$ cat config.mk
export PLATFORM = sky130hd
export DESIGN_NAME = ctrl_bit_serializer
export DESIGN_NICKNAME = d
export VERILOG_FILES = /design/src/rtl/ctrl_ser_pkg.sv /design/src/rtl/ctrl_ser_timer.sv /design/src/rtl/ctrl_ser_mapper.sv /design/src/rtl/ctrl_bit_serializer.sv
export SDC_FILE = /design/constraint.sdc
export NUM_CORES = 1
export LEC_CHECK = 0
export BUFFER_PORTS_ARGS = -buffer_cell sky130_fd_sc_hd__buf_2
export CAP_MARGIN = 20
export CORE_AREA = 3 3 40 42
export CTS_CLUSTER_SIZE = 24
export DETAILED_ROUTE_END_ITERATION = 6
export DIE_AREA = 0 0 43 45
export PLACE_DENSITY_LB_ADDON = 0.12
export SETUP_SLACK_MARGIN = 0.4
export SYNTH_ARGS = -nofsm -noshare
export SYNTH_HDL_FRONTEND = slang
export SYNTH_SLANG_ARGS = --single-unit
$ cat constraint.sdc
create_clock -name clk -period 2.3 [get_ports clk]
set_clock_uncertainty 0.05 [all_clocks]
set_input_delay 0 -clock clk [delete_from_list [all_inputs] [get_ports clk]]
set_output_delay 0 -clock clk [all_outputs]
set_load 0.05 [all_outputs]
$ cat src/rtl/ctrl_ser_pkg.sv
package ctrl_ser_pkg;
    localparam int unsigned DEF_STREAMS  = 16;
    localparam int unsigned DEF_CHANNELS = 32;
endpackage

$ cat src/rtl/ctrl_ser_timer.sv
module ctrl_ser_timer #(
    parameter int unsigned STREAMS  = ctrl_ser_pkg::DEF_STREAMS,
    parameter int unsigned CHANNELS = ctrl_ser_pkg::DEF_CHANNELS,
    localparam int unsigned CW      = $clog2(STREAMS * CHANNELS)
) (
    input  logic          clk,
    input  logic          rst_n,
    input  logic          frame_i,
    output logic [CW-1:0] pos_o,
    output logic          synced_o
);
    localparam logic [CW-1:0] LAST_POS = CW'(STREAMS * CHANNELS - 1);

    typedef struct packed {
        logic [CW-1:0] pos;
        logic          synced;
    } timer_t;

    timer_t st_d, st_q;

    always_comb begin
        st_d = st_q;
        if (frame_i) begin
            st_d.pos    = '0;
            st_d.synced = 1'b1;
        end else if (st_q.synced) begin
            st_d.pos = (st_q.pos == LAST_POS) ? '0 : st_q.pos + 1'b1;
        end
    end

    always_ff @(posedge clk) begin
        if (!rst_n) st_q <= '0;
        else        st_q <= st_d;
    end

    assign pos_o    = st_q.pos;
    assign synced_o = st_q.synced;
endmodule

$ cat src/rtl/ctrl_ser_mapper.sv
module ctrl_ser_mapper #(
    parameter int unsigned STREAMS  = ctrl_ser_pkg::DEF_STREAMS,
    parameter int unsigned CHANNELS = ctrl_ser_pkg::DEF_CHANNELS,
    localparam int unsigned CW      = $clog2(STREAMS * CHANNELS),
    localparam int unsigned SW      = $clog2(STREAMS),
    localparam int unsigned HW      = $clog2(CHANNELS)
) (
    input  logic [CW-1:0] pos_i,
    output logic [CW-1:0] addr_o
);
    localparam logic [CW-1:0] STREAMS_C  = CW'(STREAMS);
    localparam logic [CW-1:0] CHANNELS_C = CW'(CHANNELS);
    localparam logic [HW-1:0] LAST_CH    = HW'(CHANNELS - 1);

    logic [SW-1:0] stream;
    logic [HW-1:0] slot;
    logic [HW-1:0] chan;

    always_comb begin
        stream = SW'(pos_i % STREAMS_C);
        slot   = HW'(pos_i / STREAMS_C);
        chan   = (slot == LAST_CH) ? '0 : slot + 1'b1;
        addr_o = CW'(stream) * CHANNELS_C + CW'(chan);
    end
endmodule

$ cat src/rtl/ctrl_bit_serializer.sv
module ctrl_bit_serializer #(
    parameter int unsigned STREAMS  = ctrl_ser_pkg::DEF_STREAMS,
    parameter int unsigned CHANNELS = ctrl_ser_pkg::DEF_CHANNELS,
    localparam int unsigned AW      = $clog2(STREAMS * CHANNELS)
) (
    input  logic          clk,
    input  logic          rst_n,
    input  logic          frame_i,
    input  logic          rd_data_i,
    output logic [AW-1:0] rd_addr_o,
    output logic          ctrl_o
);
    typedef struct packed {
        logic ctrl;
    } out_t;

    logic [AW-1:0] pos;
    logic          synced;
    out_t          out_d, out_q;

    ctrl_ser_timer #(.STREAMS(STREAMS), .CHANNELS(CHANNELS)) u_timer (
        .clk      (clk),
        .rst_n    (rst_n),
        .frame_i  (frame_i),
        .pos_o    (pos),
        .synced_o (synced)
    );

    ctrl_ser_mapper #(.STREAMS(STREAMS), .CHANNELS(CHANNELS)) u_mapper (
        .pos_i  (pos),
        .addr_o (rd_addr_o)
    );

    always_comb begin
        out_d      = out_q;
        out_d.ctrl = synced ? rd_data_i : 1'b0;
    end

    always_ff @(posedge clk) begin
        if (!rst_n) out_q <= '0;
        else        out_q <= out_d;
    end

    assign ctrl_o = out_q.ctrl;
endmodule

==> results.py, run 1 <==
metrics = {
    "clock_network": {
        "insertion_delay_ns": 0.27,
        "cts_tree": "done",
        "clock-sinks": 11,
        "root_buffer": "clkbuf_4",
        "cts_htree_levels": 1,
        "clk_pin_slew_ns": 0.07,
        "clockBufferDepth": 2,
        "cts_made_buffers": 3,
    },
    "finish": {
        "area_growth_pct": 18.96,
        "final_cells": 95,
        "post-route-util_pct": 55.60,
        "layout.nets": 91,
        "num_antenna_cells": 0,
        "final_area_um2": 714.4,
        "drive_above_1_share_pct": 25.00,
    },
    "detailed_routing": {
        "drt-pass1-iter-count": 4,
        "drt-initial-drc-count": 6,
        "drc_errors": 0,
        "wl_per_cell_um": 11.93,
        "ant_nets": 0,
        "viasPerCell": 5.284,
        "wl_mm": 1.133,
        "via_count": 502,
    },
    "power": {
        "p_comb_share_pct": 7.0,
        "p_sw_share_pct": 23.28,
        "irDropWorstVdd_uv": 337.1,
        "switchingPower_mw": 0.08269,
        "p_leak_nw": 0.3473,
        "p_seq_share_pct": 56.1,
        "clockPowerShare_pct": 36.9,
        "intPower_mw": 0.2725,
        "p_per_area_nw_per_um2": 497.1,
    },
    "hold_path": {
        "hold_class": "input pin to flop",
        "min_to": "u_timer.pos_o[7]",
        "worstHoldStart": "rst_n",
        "hold_path_depth": 3,
    },
    "global_routing": {
        "antenna_found_initial": 0,
        "gr-total-overflow": 0,
        "grt_max_degree": 12,
        "grt_util_all_layers_pct": 13.63,
        "grt_pass1_vias": 427,
        "grt_pass1_wl_mm": 1.925,
    },
    "placed_design": {
        "hpwlAfterDp_um": 855.9,
        "numPortBuffers": 13,
        "place_inst": 87,
        "place_congestion": 0.6902,
        "place_ws_ns": 0.5291,
        "dpl_cell_area_um2": 646.9,
    },
    "status": {
        "status": "completed",
    },
    "synthesis": {
        "synth_area_um2": 600.6,
        "async_flop_share_pct": 0,
        "yosys-top-cells-count": "dfxtp_1 (11), nor2_1 (10), ha_1 (6)",
        "synth.distinct_cells": 23,
        "synth_top_area_share_pct": 36.67,
        "yosysMostFrequentCell": "dfxtp_1",
        "ys_warn_count": 0,
        "ys_seq_area_share_pct": 36.67,
        "synth_seq_cells": 11,
        "ys.flop_type": "dfxtp_1",
        "synth_edf_count": 0,
        "avgSynthCellArea_um2": 9.384,
        "yosys.area.top_type": "dfxtp_1",
        "netlist_top_cells_area": "dfxtp_1 (37%), ha_1 (13%), buf_4 (6.3%)",
        "netlist_instances": 64,
        "synth_nets": 74,
    },
    "worst_setup_path": {
        "cp-start-kind": "flop",
        "reg2reg_depth": 7,
        "r2r_slack_ns": 0.56,
        "r2r-end": "u_timer.pos_o[0]",
        "path_max_fanout": 5,
        "cp_data_arrival_time_ns": 1.84,
        "worstReg2RegStart": "u_timer.pos_o[5]",
        "criticalPathCategory": "flop to flop",
        "crit_required_ns": 2.40,
        "end_kind": "flop",
    },
    "die": {
        "die_area_um2": 1935,
        "ios": 14,
        "die_h_um": 45,
        "chipWidth_um": 43,
        "fp-row-count": 13,
        "fp.coreArea_um2": 1285,
        "start_util_pct": 46.74,
    },
    "sta": {
        "post-route-min-period_ns": 1.740,
        "hold_viol": 0,
        "grt_setup_unrepaired": "false",
        "fin_crit_sh_pct": 75.66,
        "setup_viol": 0,
        "max_freq_mhz": 574.6,
        "worst_pin_slew_ns": 0.4499,
        "drv_slew": 0,
        "tns_ns": 0,
        "slew_headroom_pct": 69.96,
        "fin_ws_ns": 0.5598,
    },
    "run": {
        "maxCapViolations": 0,
    },
}
## metal layers
metal | part of all wire, % | GRT usage, %
met1 | 46 | 17.07
met2 | 47 | 21.56
met3 | 5.4 | 3.586
met4 | 1.1 | 7.229
met5 | 0 | 0
## critical path: stages (launching register included)
cell	delay, ns
dfxtp_1	0.40
ha_1	0.24
and3_1	0.23
and4_1	0.24
ha_1	0.22
nor2_1	0.06
mux2i_1	0.14
nor2_1	0.05
## cells by family (layout without fill, tap and decap cells)
logic type	Yosys count	in the layout	share of synthesized area [%]
adders and majority gates	6	6	12.50
AOI/OAI and AO/OA	8	8	9.166
buffers and inverters	6	22	6.875
and+or+nand+nor	25	25	22.50
DFF	11	11	36.67
xor gates and xnor gates	5	5	7.291
muxes	3	3	5.000
## per-stage QoR
stage / total power [mW] / hold WS (ns)
4_1_cts: 0.3571 / 0.05867
3_3_place_gp: 0.2231 / 0.1579
3_5_place_dp: 0.2236 / 0.1691
5_1_grt: 0.3696 / 0.09020
6_report: 0.3552 / 0.05247
2_1_floorplan: 0.2193 / 0.06023
## cells in the final DEF, fill, tap and decap left out, types with 3 or more instances in the layout
| master | instances |
|---|---|
| dfxtp_1 | 10 |
| dlygate4sd3_1 | 4 |
| buf_2 | 13 |
| xor2_1 | 4 |
| nor2_1 | 10 |
| o21ai_0 | 3 |
| nand4_1 | 3 |
| clkbuf_4 | 3 |
| ha_1 | 6 |
| mux2i_1 | 3 |
## power groups by stage
stage / combinational (mW) / clock, mW / sequential (mW)
4_1_cts: 0.0249 / 0.133 / 0.199
3_3_place_gp: 0.0192 / 0 / 0.204
2_1_floorplan: 0.0174 / 0 / 0.202
5_1_grt: 0.0270 / 0.142 / 0.200
6_report: 0.0248 / 0.131 / 0.199
3_5_place_dp: 0.0197 / 0 / 0.204
## registers in the layout (all words and copies together) (netlist names)
register / count
u_timer.synced_o: 1
u_timer.pos_o: 9
ctrl_o: 1
## worst max-delay path by stage
stage | from | end | slack, ns | depth (start not counted)
2_1_floorplan | u_timer.pos_o[4] | rd_addr_o[1] | 0.58 | 4
3_3_place_gp | u_timer.pos_o[4] | u_timer.pos_o[6] | 0.62 | 6
3_5_place_dp | u_timer.pos_o[4] | u_timer.pos_o[0] | 0.53 | 7
4_1_cts | u_timer.pos_o[4] | u_timer.pos_o[0] | 0.51 | 7
5_1_grt | u_timer.pos_o[5] | u_timer.pos_o[0] | 0.41 | 7
6_report | u_timer.pos_o[5] | u_timer.pos_o[0] | 0.56 | 7
## what timing repair did
action / 4_1_cts / 5_1_grt
endpoints found under the hold margin: 2 / 0
hold buffers: 4 / 0
endpoints found under the setup margin: 0 / 4
gates resized for setup: 0 / 1
setup buffers: 0 / 0
## final cells by class
type | count | area [µm²]
multi-input cells | 47 | 339.1
clock buffers | 4 | 26.28
well taps | 15 | 18.77
flip-flops and latches | 11 | 221.5
repair buffers | 17 | 105.1
fillers | 124 | 570.5
inverters | 1 | 3.754
No activity file was read; power rests on OpenSTA's default activity.
==> inputs of run 2 (changes only) <==
- clock period: 2.3 -> 1.65 ns (I/O delays scaled with it)
==> results.py, run 2 (synthesized netlist as in run 1, its figures left out) <==
metrics = {
    "status": {
        "status": "completed",
    },
    "clock_network": {
        "clock-sinks": 11,
        "cts_tree": "done",
        "root_buffer": "clkbuf_4",
        "cts_made_buffers": 3,
        "cts_htree_levels": 1,
        "clk_pin_slew_ns": 0.08,
        "insertion_delay_ns": 0.27,
        "clockBufferDepth": 2,
    },
    "finish": {
        "post-route-util_pct": 68.16,
        "drive_above_1_share_pct": 51.19,
        "most-common-layout-cells": "dfxtp_1 (9), buf_2 (8), buf_4 (5)",
        "num_antenna_cells": 0,
        "nFillCells": 92,
        "layout.nets": 95,
        "multi_input_area_um2": 431.7,
        "seqCellArea_um2": 227.7,
        "largest_reg_flops": 9,
        "layout_commonest_cell": "dfxtp_1",
        "area_growth_pct": 45.83,
    },
    "detailed_routing": {
        "drc_errors": 0,
        "drt-pass1-iter-count": 2,
        "ant_nets": 0,
        "wl_mm": 1.374,
        "wl_per_cell_um": 13.88,
        "via_count": 524,
        "viasPerCell": 5.293,
        "drt-initial-drc-count": 3,
    },
    "die": {
        "chipWidth_um": 43,
        "die_area_um2": 1935,
        "start_util_pct": 46.74,
        "fp-row-count": 13,
        "die_h_um": 45,
        "fp.coreArea_um2": 1285,
        "ios": 14,
    },
    "sta": {
        "setup_viol": 0,
        "max_freq_mhz": 665.8,
        "slew_headroom_pct": 78.56,
        "worst_pin_slew_ns": 0.3212,
        "post-route-min-period_ns": 1.502,
        "hold_viol": 0,
        "grt_setup_unrepaired": "true",
        "drv_slew": 0,
        "whs_ns": 0.4240,
        "fin_crit_sh_pct": 91.03,
        "fin_ws_ns": 0.1480,
        "tns_ns": 0,
    },
    "worst_setup_path": {
        "criticalPathCategory": "flop to flop",
        "path_max_fanout": 6,
        "end_kind": "flop",
        "cp_slowest_cell": "dfxtp_4",
        "critPathMaxStageDelay_ns": 0.36,
        "worstReg2RegStart": "u_timer.pos_o[4]",
        "path_cells": "ha_4, and3_4, and4_4, ha_4, a21o_4, nor2_2",
        "crit_required_ns": 1.80,
        "crit_family": "simple AND/OR/NAND/NOR gates",
        "cp_data_arrival_time_ns": 1.66,
        "cp-start-kind": "flop",
        "setup.worst_path.start": "u_timer.pos_o[4]",
        "cpMostUsedCell": "ha_4",
        "crit_buf_inv": 0,
    },
    "placed_design": {
        "numPortBuffers": 13,
        "hpwlAfterDp_um": 914,
        "place_congestion": 0.7062,
        "place_ws_ns": 0.08763,
    },
    "global_routing": {
        "antenna_found_initial": 0,
        "grt_pass1_wl_mm": 2.352,
        "grt_max_degree": 10,
        "gr-total-overflow": 0,
        "grt_util_all_layers_pct": 16.71,
        "grt_pass1_vias": 557,
    },
    "power": {
        "p_per_area_nw_per_um2": 572.0,
        "p_seq_share_pct": 53.7,
        "irDropWorstVdd_uv": 416.5,
        "p_sw_share_pct": 24.26,
        "p_leak_nw": 0.3541,
        "intPower_mw": 0.3794,
        "clockPowerShare_pct": 37.1,
        "p_comb_share_pct": 9.2,
        "switchingPower_mw": 0.1215,
    },
    "hold_path": {
        "hold_class": "input pin to flop",
        "worstHoldStart": "frame_i",
    },
    "run": {
        "maxCapViolations": 0,
    },
}
-- run 2: cell count changes in the layout (fill, tap and decap cells not counted), sizes merged --
| cell | change |
|---|---|
| dlygate4sd3 | -1 |
| buf | +5 |
-- run 2: worst paths after layout --
path / end / slack, ns / cells after the start
worst max-delay path: u_timer.pos_o[1] / 0.15 / 6
worst min register to register: u_timer.pos_o[6] / 0.53 / 2
worst max register to register: u_timer.pos_o[1] / 0.15 / 6
worst min-delay path: u_timer.synced_o / 0.42 / 3
-- run 2: cell type report --
cell class / instances / share of cell area (%)
multi-input combinational: 47 / 49.29
sequential: 11 / 26.00
timing repair buffer: 21 / 19.14
clock buffer: 4 / 3.000
tap: 15 / 2.143
inverter: 1 / 0.4286
-- run 2: worst reg2reg max path: cells and delay by family (launching register included) --
kind,cells,cell delay (ns)
simple gates,3,0.51
flops,1,0.36
compound gates,1,0.23
fa+ha+maj,2,0.30
-- run 2: metal layers --
| layer | up-vias | routed length (µm) | GRT usage [%] |
|---|---|---|---|
| met3 | 4 | 48 | 2.390 |
| met1 | 243 | 603 | 18.25 |
| li1 | 264 | - | - |
| met2 | 13 | 705 | 32.04 |
| met4 | 0 | 17 | 7.229 |
| met5 | - | 0 | 0 |
-- run 2: stage by stage --
step	cell area (µm²)	power [mW]	std cells
final	875.8	0.5010	99
after global routing	875.8	0.5170	99
after CTS	864.6	0.5018	99
after detailed placement	732.0	0.3138	89
after global placement	732.0	0.3135	89
after floorplan	670.6	0.3041	64
-- run 2: what timing repair did --
item | CTS | global route
gates cloned | 0 | 0
resized for setup | 16 | 4
setup endpoints to repair | 14 | 14
pin swaps | 3 | 2
buffers inserted | 3 | 0
endpoints found under the hold margin | 2 | 0
hold buffers | 3 | 0
-- run 2: power groups by stage --
| stage | Combinational (mW) | Sequential, mW | Clock (mW) |
|---|---|---|---|
| 6_report | 0.0463 | 0.269 | 0.186 |
| 4_1_cts | 0.0448 | 0.269 | 0.188 |
| 3_3_place_gp | 0.0369 | 0.277 | 0 |
| 5_1_grt | 0.0501 | 0.269 | 0.198 |
| 3_5_place_dp | 0.0372 | 0.277 | 0 |
| 2_1_floorplan | 0.0243 | 0.280 | 0 |
==> inputs of run 3 (changes only) <==
==> constraint.sdc (replaced) <==
create_clock -name clk -period 1.65 [get_ports clk]
set_clock_uncertainty 0.05 [all_clocks]
set_input_delay 0.33 -clock clk [delete_from_list [all_inputs] [get_ports clk]]
set_output_delay 0.33 -clock clk [all_outputs]
set_load 0.05 [all_outputs]
==> results.py, run 3 (synthesized netlist as in run 1, its figures left out) <==
metrics = {
    "global_routing": {
        "gr-total-overflow": 0,
        "grt_pass1_vias": 566,
        "grt_pass1_wl_mm": 2.435,
        "antenna_found_initial": 0,
        "grt_util_all_layers_pct": 16.99,
        "grt_max_degree": 10,
    },
    "hold_path": {
        "hold_class": "input pin to flop",
        "min_to": "u_timer.synced_o",
        "worstHoldStart": "frame_i",
        "hold_path_depth": 2,
    },
    "sta": {
        "max_freq_mhz": 552.4,
        "post-route-min-period_ns": 1.810,
        "drv_slew": 0,
        "fin_ws_ns": -0.1603,
        "grt_setup_unrepaired": "true",
        "setup_viol": 5,
        "hold_viol": 0,
        "fin_crit_sh_pct": 109.7,
        "worst_pin_slew_ns": 0.2465,
        "slew_headroom_pct": 83.54,
    },
    "die": {
        "die_area_um2": 1935,
        "ios": 14,
        "chipWidth_um": 43,
        "fp-row-count": 13,
        "start_util_pct": 46.74,
        "fp.coreArea_um2": 1285,
        "die_h_um": 45,
    },
    "power": {
        "irDropWorstVdd_uv": 563.4,
        "power.total_mw": 0.4994,
        "p_per_area_nw_per_um2": 515.0,
        "p_leak_nw": 0.3929,
    },
    "clock_network": {
        "cts_made_buffers": 3,
        "clockBufferDepth": 2,
        "hold_buffers": 0,
        "root_buffer": "clkbuf_4",
        "insertion_delay_ns": 0.28,
        "clock-sinks": 11,
        "clk_pin_slew_ns": 0.08,
        "cts_tree": "done",
        "cts_htree_levels": 1,
    },
    "detailed_routing": {
        "dr_wl_met2_um": 767,
        "via_count": 540,
        "met1Wirelength_um": 611,
        "drt-pass1-iter-count": 3,
        "wl_mm": 1.470,
        "wl_met3_um": 82,
        "drt-initial-drc-count": 6,
        "viasPerCell": 5.294,
        "ant_nets": 0,
        "top_layer_used": "met4",
        "drc_errors": 0,
        "wl_per_cell_um": 14.41,
    },
    "worst_setup_path": {
        "critPathMaxStageDelay_ns": 0.36,
        "end_kind": "output port",
        "path_max_fanout": 3,
        "worstReg2RegStart": "u_timer.pos_o[5]",
        "r2r-end": "u_timer.pos_o[5]",
        "criticalPathCategory": "flop to output port",
        "cp-start-kind": "flop",
        "reg2reg_depth": 6,
        "cp_slowest_cell": "dfxtp_4",
        "cp_data_arrival_time_ns": 1.43,
        "path_cells": "ha_4, and3_4, ha_4, nor2b_4, buf_8",
        "crit_required_ns": 1.27,
        "r2r_slack_ns": 0.04,
        "cpMostUsedCell": "ha_4",
    },
    "placed_design": {
        "numPortBuffers": 13,
        "place_congestion": 0.7288,
        "dpl_cell_area_um2": 789.5,
        "hpwlAfterDp_mm": 1.002,
    },
    "finish": {
        "layout_commonest_cell": "buf_4",
        "num_antenna_cells": 0,
        "layout.nets": 98,
        "area_growth_pct": 61.46,
        "most-common-layout-cells": "buf_4 (9), nor2_1 (6), buf_6 (6)",
        "largest_reg_flops": 9,
        "drive_above_1_share_pct": 60.92,
        "final_area_um2": 969.7,
    },
    "run": {
        "maxCapViolations": 0,
    },
    "status": {
        "status": "complete, but fails checks",
        "violations": "negative setup slack",
    },
}
-- run 3: cell count changes in the layout (fill, tap and decap cells not counted), moves of 3 or more --
cell and change:
buf_2 -5, dlygate4sd3_1 -3, buf_8 +4, dfxtp_2 +5
dfxtp_1 -5, buf_4 +4, nor2_2 -3
-- run 3: layer usage --
metal | GRT usage [%] | vias up
li1 | - | 267
met1 | 19.32 | 260
met2 | 29.34 | 11
met3 | 7.968 | 2
met4 | 3.614 | 0
met5 | 0 | -
-- run 3: worst max path at each step --
stage	startpoint	end	cells past startpoint	slack (ns)
after floorplan	u_timer.pos_o[4]	rd_addr_o[1]	4	0.10
after global placement	u_timer.pos_o[5]	rd_addr_o[1]	5	0.06
after detailed placement	u_timer.pos_o[5]	u_timer.pos_o[5]	6	0.01
after CTS	u_timer.pos_o[4]	rd_addr_o[1]	5	-0.15
after global routing	u_timer.pos_o[5]	rd_addr_o[1]	5	-0.21
final	u_timer.pos_o[5]	rd_addr_o[1]	5	-0.16
-- run 3: timing repair --
item | CTS | global route
endpoints found under the setup margin | 18 | 18
pin swaps | 2 | 1
gates resized for setup | 32 | 6
setup buffers | 3 | 1
-- run 3: cell type report --
type                    instances  area, µm²
multi-input cells              47      452.9
inverters                       1      3.754
flip-flops and latches         11      234.0
repair buffers                 24      232.7
well taps                      15      18.77
clock inverters                 1      5.005
clock buffers                   3      22.52
fillers                        93      315.3
-- run 3: per-stage QoR --
| step | setup TNS [ns] | cells | worst slack [ns] | hold WS (ns) | utilization, % |
|---|---|---|---|---|---|
| 2_1_floorplan | 0 | 64 | 0.1019 | 0.3902 | - |
| 3_3_place_gp | 0 | 94 | 0.06349 | 0.4533 | 61.44 |
| 3_5_place_dp | 0 | 94 | 0.01405 | 0.4887 | 61.44 |
| 4_1_cts | -0.6122 | 101 | -0.1475 | 0.2114 | 73.42 |
| 5_1_grt | -0.9273 | 102 | -0.2149 | 0.1876 | 75.46 |
| 6_report | -0.6806 | 102 | -0.1603 | 0.2095 | 75.46 |
-- run 3: worst max-delay path: cells and delay by family (launching register included) --
kind / cells / cell delay (ns)
AND/OR/NAND/NOR: 2 / 0.32
buffers and inverters: 1 / 0.15
flip-flops: 1 / 0.36
adder cells (fa/ha/maj): 2 / 0.33
-- run 3: power by group --
group / switching (mW) / internal, mW
logic: 0.0240 / 0.0182
registers: 0.00367 / 0.266
clock network: 0.0975 / 0.0899
total: 0.125 / 0.374
